File: src/rtl/ide_dec_pkg.sv
`timescale 1ns/1ps
package ide_dec_pkg;

  localparam int NUM_CH    = 2;
  localparam int REG_OFF_W = 3;
  localparam int CH_IDX_W  = 1;
  localparam int LEG_W     = 16;

  typedef enum logic [1:0] {
    HIT_NONE = 2'd0,
    HIT_CMD  = 2'd1,
    HIT_CTL  = 2'd2,
    HIT_BM   = 2'd3
  } hit_kind_e;

  function automatic logic [LEG_W-1:0] legacy_cmd_base(input int ch);
    return (ch == 0) ? 16'h01F0 : 16'h0170;
  endfunction

  function automatic logic [LEG_W-1:0] legacy_ctl_base(input int ch);
    return (ch == 0) ? 16'h03F6 : 16'h0376;
  endfunction

endpackage

File: src/rtl/ide_chan_match.sv
`timescale 1ns/1ps
module ide_chan_match
  import ide_dec_pkg::*;
#(
  parameter int             AW      = 16,
  parameter logic [AW-1:0]  LEG_CMD = '0,
  parameter logic [AW-1:0]  LEG_CTL = '0
) (
  input  logic          en,
  input  logic          native,
  input  logic [AW-1:0] addr,
  input  logic [AW-1:0] cmd_base,
  input  logic [AW-1:0] ctl_base,
  output logic          cmd_hit,
  output logic          ctl_hit
);

  localparam logic [AW-1:0] CMD_MASK  = ~((AW'(1) << REG_OFF_W) - AW'(1));
  localparam logic [AW-1:0] BIT0_MASK = ~AW'(1);

  logic [AW-1:0] cmd_eff;
  logic [AW-1:0] ctl_eff;

  always_comb begin
    if (native) begin
      cmd_eff = cmd_base & BIT0_MASK;
      ctl_eff = ctl_base & BIT0_MASK;
    end else begin
      cmd_eff = LEG_CMD;
      ctl_eff = LEG_CTL;
    end
  end

  always_comb begin
    cmd_hit = en && (((addr ^ cmd_eff) & CMD_MASK) == '0);
    ctl_hit = en && (addr == ctl_eff);
  end

endmodule

File: src/rtl/ide_bm_match.sv
`timescale 1ns/1ps
module ide_bm_match
  import ide_dec_pkg::*;
#(
  parameter int AW  = 16,
  parameter int NCH = NUM_CH
) (
  input  logic           en,
  input  logic [AW-1:0]  addr,
  input  logic [AW-1:0]  bm_base,
  output logic [NCH-1:0] bm_hit
);

  localparam int CH_W     = (NCH > 1) ? $clog2(NCH) : 1;
  localparam int WIN_W    = REG_OFF_W + CH_W;
  localparam logic [AW-1:0] WIN_MASK = ~((AW'(1) << WIN_W) - AW'(1));

  logic win_hit;

  always_comb begin
    win_hit = en && (((addr ^ bm_base) & WIN_MASK) == '0);
  end

  for (genvar c = 0; c < NCH; c++) begin : g_slot
    always_comb begin
      bm_hit[c] = win_hit && (addr[REG_OFF_W +: CH_W] == CH_W'(c));
    end
  end

endmodule

File: src/rtl/ide_hit_arb.sv
`timescale 1ns/1ps
module ide_hit_arb
  import ide_dec_pkg::*;
#(
  parameter int NCH  = NUM_CH,
  parameter int CH_W = CH_IDX_W
) (
  input  logic [NCH-1:0]       cmd_hit,
  input  logic [NCH-1:0]       ctl_hit,
  input  logic [NCH-1:0]       bm_hit,
  input  logic [REG_OFF_W-1:0] off_in,
  output hit_kind_e            kind,
  output logic [CH_W-1:0]      chan,
  output logic [REG_OFF_W-1:0] off
);

  // Later assignments win: walk from the lowest priority upward.
  always_comb begin
    kind = HIT_NONE;
    chan = '0;
    off  = '0;
    for (int c = NCH - 1; c >= 0; c--) begin
      if (bm_hit[c]) begin
        kind = HIT_BM;
        chan = CH_W'(c);
        off  = off_in;
      end
      if (ctl_hit[c]) begin
        kind = HIT_CTL;
        chan = CH_W'(c);
        off  = '0;
      end
      if (cmd_hit[c]) begin
        kind = HIT_CMD;
        chan = CH_W'(c);
        off  = off_in;
      end
    end
  end

endmodule

File: src/rtl/ide_irq_route.sv
`timescale 1ns/1ps
module ide_irq_route
  import ide_dec_pkg::*;
#(
  parameter int NCH = NUM_CH
) (
  input  logic [NCH-1:0] drive_irq,
  input  logic [NCH-1:0] native,
  output logic [NCH-1:0] irq_leg,
  output logic           irq_nat
);

  for (genvar c = 0; c < NCH; c++) begin : g_leg
    always_comb begin
      irq_leg[c] = drive_irq[c] && !native[c];
    end
  end

  always_comb begin
    irq_nat = |(drive_irq & native);
  end

endmodule

File: src/rtl/ide_addr_decoder.sv
`timescale 1ns/1ps
module ide_addr_decoder
  import ide_dec_pkg::*;
#(
  parameter int AW = 16
) (
  input  logic                         clk,
  input  logic                         rst_n,
  input  logic                         io_en,
  input  logic [NUM_CH-1:0]            chan_en,
  input  logic [NUM_CH-1:0]            native_mode,
  input  logic [NUM_CH-1:0][AW-1:0]    cmd_base,
  input  logic [NUM_CH-1:0][AW-1:0]    ctl_base,
  input  logic [AW-1:0]                bm_base,
  input  logic [AW-1:0]                addr,
  input  logic                         addr_valid,
  input  logic [NUM_CH-1:0]            drive_irq,
  output logic                         hit_cmd,
  output logic                         hit_ctl,
  output logic                         hit_bm,
  output logic [CH_IDX_W-1:0]          hit_chan,
  output logic [REG_OFF_W-1:0]         hit_off,
  output logic                         irq_leg_pri,
  output logic                         irq_leg_sec,
  output logic                         irq_native
);

  localparam int NCH = NUM_CH;

  // Reset: asserted asynchronously, released on a clock edge.
  logic [1:0] rst_sync_q;
  logic       rst_sync_n;

  always_ff @(posedge clk or negedge rst_n) begin
    if (!rst_n) begin
      rst_sync_q <= '0;
    end else begin
      rst_sync_q <= {rst_sync_q[0], 1'b1};
    end
  end

  assign rst_sync_n = rst_sync_q[1];

  // Decode stage
  logic           dec_en;
  logic [NCH-1:0] cmd_hit;
  logic [NCH-1:0] ctl_hit;
  logic [NCH-1:0] bm_hit;

  assign dec_en = io_en && addr_valid;

  for (genvar c = 0; c < NCH; c++) begin : g_chan
    ide_chan_match #(
      .AW      (AW),
      .LEG_CMD (AW'(legacy_cmd_base(c))),
      .LEG_CTL (AW'(legacy_ctl_base(c)))
    ) i_match (
      .en       (dec_en && chan_en[c]),
      .native   (native_mode[c]),
      .addr     (addr),
      .cmd_base (cmd_base[c]),
      .ctl_base (ctl_base[c]),
      .cmd_hit  (cmd_hit[c]),
      .ctl_hit  (ctl_hit[c])
    );
  end

  ide_bm_match #(
    .AW  (AW),
    .NCH (NCH)
  ) i_bm (
    .en      (dec_en),
    .addr    (addr),
    .bm_base (bm_base),
    .bm_hit  (bm_hit)
  );

  hit_kind_e                kind_nxt;
  logic [CH_IDX_W-1:0]      chan_nxt;
  logic [REG_OFF_W-1:0]     off_nxt;

  ide_hit_arb #(
    .NCH  (NCH),
    .CH_W (CH_IDX_W)
  ) i_arb (
    .cmd_hit (cmd_hit),
    .ctl_hit (ctl_hit),
    .bm_hit  (bm_hit),
    .off_in  (addr[REG_OFF_W-1:0]),
    .kind    (kind_nxt),
    .chan    (chan_nxt),
    .off     (off_nxt)
  );

  logic [NCH-1:0] irq_leg_nxt;
  logic           irq_nat_nxt;

  ide_irq_route #(
    .NCH (NCH)
  ) i_irq (
    .drive_irq (drive_irq),
    .native    (native_mode),
    .irq_leg   (irq_leg_nxt),
    .irq_nat   (irq_nat_nxt)
  );

  // Output register stage
  hit_kind_e            kind_q;
  logic [CH_IDX_W-1:0]  chan_q;
  logic [REG_OFF_W-1:0] off_q;
  logic [NCH-1:0]       irq_leg_q;
  logic                 irq_nat_q;
  logic                 kind_upd;
  logic                 tgt_upd;

  always_comb begin
    kind_upd = addr_valid || (kind_q != HIT_NONE);
    tgt_upd  = addr_valid;
  end

  always_ff @(posedge clk or negedge rst_sync_n) begin
    if (!rst_sync_n) begin
      kind_q    <= HIT_NONE;
      chan_q    <= '0;
      off_q     <= '0;
      irq_leg_q <= '0;
      irq_nat_q <= 1'b0;
    end else begin
      if (kind_upd) begin
        kind_q <= kind_nxt;
      end
      if (tgt_upd) begin
        chan_q <= chan_nxt;
        off_q  <= off_nxt;
      end
      irq_leg_q <= irq_leg_nxt;
      irq_nat_q <= irq_nat_nxt;
    end
  end

  assign hit_cmd     = (kind_q == HIT_CMD);
  assign hit_ctl     = (kind_q == HIT_CTL);
  assign hit_bm      = (kind_q == HIT_BM);
  assign hit_chan    = chan_q;
  assign hit_off     = off_q;
  assign irq_leg_pri = irq_leg_q[0];
  assign irq_leg_sec = irq_leg_q[1];
  assign irq_native  = irq_nat_q;

endmodule

File: config.mk
export PLATFORM = sky130hd
export DESIGN_NAME = ide_addr_decoder
export DESIGN_NICKNAME = d
export VERILOG_FILES = /design/src/rtl/ide_dec_pkg.sv /design/src/rtl/ide_chan_match.sv /design/src/rtl/ide_bm_match.sv /design/src/rtl/ide_hit_arb.sv /design/src/rtl/ide_irq_route.sv /design/src/rtl/ide_addr_decoder.sv
export SDC_FILE = /design/constraint.sdc
export NUM_CORES = 1
export LEC_CHECK = 0
export BUFFER_PORTS_ARGS = -buffer_cell sky130_fd_sc_hd__buf_2
export CORE_UTILIZATION = 43
export DETAILED_ROUTE_END_ITERATION = 10
export PLACE_DENSITY = 0.86
export SYNTH_ARGS = -nofsm -noshare
export SYNTH_HDL_FRONTEND = slang
export SYNTH_SLANG_ARGS = --single-unit
File: constraint.sdc
create_clock -name clk -period 0.8 [get_ports clk]
set_input_delay 0.04 -clock clk [delete_from_list [all_inputs] [get_ports clk]]
set_output_delay 0.04 -clock clk [all_outputs]
set_load 0.01 [all_outputs]
==> reports/metrics.csv <==
stage,metric,value,unit
clock_tree,Worst-path clk slew,0.06,ns
worst_setup_path,worst endpoint required time,0.98,ns
floorplanning,Total Die Area,0.00585,mm^2
clock_tree,number of buffers created by CTS,3,
synthesis,Post-synth EDFFs,0,
global_routing,gr ovfl total,0,
timing,Fin Setup TNS,-5.60,ns
clock_tree,clk_lat worst skew,0.24,ns
timing,fin crit share,2.01,
synthesis,Seq cells post-synth,11,
global_routing,number of global-route vias before repair,3207,
worst_setup_path,CP Data Arrival Time,1.79,ns
floorplanning,io pins,116,
cells_and_area,final-stage net count,574,
detailed_routing,Vias/cell,6.35,
placed_design,routability congestion estimate,0.915,
floorplanning,area of the core,0.00524,mm^2
synthesis,Synth Flop Type,dfrtp_1,
power_and_ir_drop,P per Cell Area,737,mW/mm^2
timing,RSZ-0062 raised after global routing,yes,
global_routing,largest net degree at the start of global routing,19,
cells_and_area,fin util,0.701,
detailed_routing,Via Count,3411,
worst_setup_path,crit path kind,input pin to flip-flop,
worst_setup_path,CP Cell Sequence,"buf_8, or4b_1, o22a_1, a211oi_2, and4_4, a2bb2oi_1, o21a_1",
timing,Final setup viols,13,
cells_and_area,Non-Filler Instances,537,
cells_and_area,filler instances,373,
cells_and_area,layout cells sized above 1,0.482,
worst_setup_path,Crit path max-delay family,compound AO/OA/AOI/OAI gates,
worst_hold_path,HP Class,input pin to flip-flop,
power_and_ir_drop,total power,2.71,mW
clock_tree,CTS tree,built,
placed_design,placed cell count,521,
clock_tree,Sink Count,11,
worst_setup_path,crit end category,flip-flop,
synthesis,Yosys cell types,68,
timing,Setup WS post-layout,-0.806,ns
synthesis,"area leader, netlist",xor2_1,
clock_tree,H-tree depth,1,
floorplanning,row cnt,26,
worst_setup_path,crit start category,input pin,
placed_design,IO Port Bufs,103,
synthesis,Synth Cell Area,0.00239,mm^2
cells_and_area,most frequent cells in the layout,"94 x buf_2, 68 x buf_4, 32 x xor2_1",
cells_and_area,"most common cell after layout, fill and taps aside",buf_2,
floorplanning,Die Width,76.5,um
cells_and_area,Area Overhead vs Synth,54.0,%
detailed_routing,TritonRoute pass-1 iters,5,
detailed_routing,total wire length,10100,um
synthesis,register area share after synthesis,0.115,
cells_and_area,diodes inserted,0,
detailed_routing,Antenna Violating Nets Remaining,0,
timing,fin. max-slew vios,0,
synthesis,syn avg cell area,7.77,um^2
synthesis,async set or reset register ratio after synthesis,1.00,
global_routing,initial antenna violation count,0,
synthesis,top-area cell type share of the netlist area,0.117,
worst_setup_path,CP max FO,4,
detailed_routing,Residual DRC,0,
detailed_routing,Routed WL per cell,18.7,um
global_routing,first-pass GRT wire length,14700,um
synthesis,Syn Nets,413,
worst_setup_path,slowest CP cell,or4b_1,
worst_setup_path,delay of the slowest critical-path stage,0.51,ns
detailed_routing,Iter 0 DRT Violations,402,
status,status,finished with violations,
clock_tree,Longest Clk Path Bufs,2,
synthesis,Yosys warnings,0,
power_and_ir_drop,leakage,1.66,nW
synthesis,synthesized netlist cell count,307,
floorplanning,initial core utilization,0.456,
synthesis,"top cells by area, synth","xor2_1 12%, dfrtp_1 12%, nand2b_1 4.5%",
status,failing checks,setup timing,
placed_design,hpwl dp,7160,um
timing,Clock Skew,0.00332,ns
global_routing,gr usage total,0.314,
timing,fmax,0.623,GHz
run,Maximum Capacitance Violations,0,
timing,Final min period,1.61,ns
worst_setup_path,buffers plus inverters on the worst setup path,1,
timing,Final Hold Violating Endpoints,0,
clock_tree,clock root cell,clkbuf_8,
floorplanning,Die Ht,76.5,um
power_and_ir_drop,VDD IR max,0.452,mV
-- cell usage after synthesis (6+ instances only) --
master     n
nand2_1   15
nor4_1    13
xnor2_1    7
nand4_1    6
inv_1     17
o22ai_1    9
nand3_1   16
a211oi_1   6
o21ai_0    9
buf_6      7
a21oi_1   14
nand2b_1  17
nor2_1    10
xor2_1    32
dfrtp_1   11
clkbuf_1   6
nor2b_1   11
-- sequential cells by signal (all words and copies together) (netlist names) --
| register | count |
|---|---|
| kind_q | 2 |
| hit_chan | 1 |
| irq_native | 1 |
| hit_off | 3 |
| rst_sync_q | 2 |
| irq_leg_q | 2 |
-- metal layers --
layer	track usage	share of wire	vias to the layer above
li1	-	-	1485
met1	0.348	0.35	1546
met2	0.551	0.48	291
met3	0.0551	0.093	89
met4	0.198	0.077	0
met5	0	0	-
-- per-stage QoR --
step | hold WS (ns) | setup slack [ns] | instance area (um^2)
finish | 0.0380 | -0.806 | 3670
global route | 0.0334 | -0.849 | 3670
CTS | 0.0397 | -0.741 | 3570
detailed placement | -0.174 | -1.18 | 3320
global placement | -0.175 | -0.987 | 3320
floorplan | -0.256 | -0.789 | 2400
-- cell families after synthesis --
family,after synthesis,share of synthesized area
AND/OR/NAND/NOR,125,0.341
flip-flops,11,0.115
other,1,0.00157
AO/OA/AOI/OAI,90,0.298
XOR/XNOR,39,0.143
buffers and inverters,41,0.100
-- path summary, 6_finish.rpt --
path                                from           end  slack, ns  depth (start not counted)
min in group asynchronous  rst_sync_q[1]    hit_off[1]       0.17                          0
max reg2reg                    kind_q[1]     kind_q[1]      -0.27                          4
min                         drive_irq[1]    irq_native       0.04                          2
min reg2reg                rst_sync_q[1]    hit_off[1]       0.17                          0
max in group asynchronous  rst_sync_q[1]  irq_leg_q[0]       0.33                          0
max                             addr[14]     kind_q[1]      -0.81                          7
-- final cells by class --
type,count,area (um^2),share of cell area
clock buffer,4,45.0,0.0123
inverter,18,67.6,0.0184
multi-input combinational,255,2010,0.546
sequential,11,275,0.0749
tap,70,87.6,0.0238
timing repair buffer,179,1190,0.325
-- power breakdown --
group          switching (mW)  internal, mW  leakage (nW)
Clock                   0.225         0.351        0.0228
Combinational           0.812         0.736          1.49
Sequential             0.0131         0.571         0.145
-- repair_timing --
item,in CTS,in global routing
buffers inserted,8,3
endpoints found under the hold margin,2,0
pin swaps,16,10
hold buffers,1,0
gates resized for setup,29,15
setup endpoints to repair,12,13
Power figures use the tool's default switching activity.
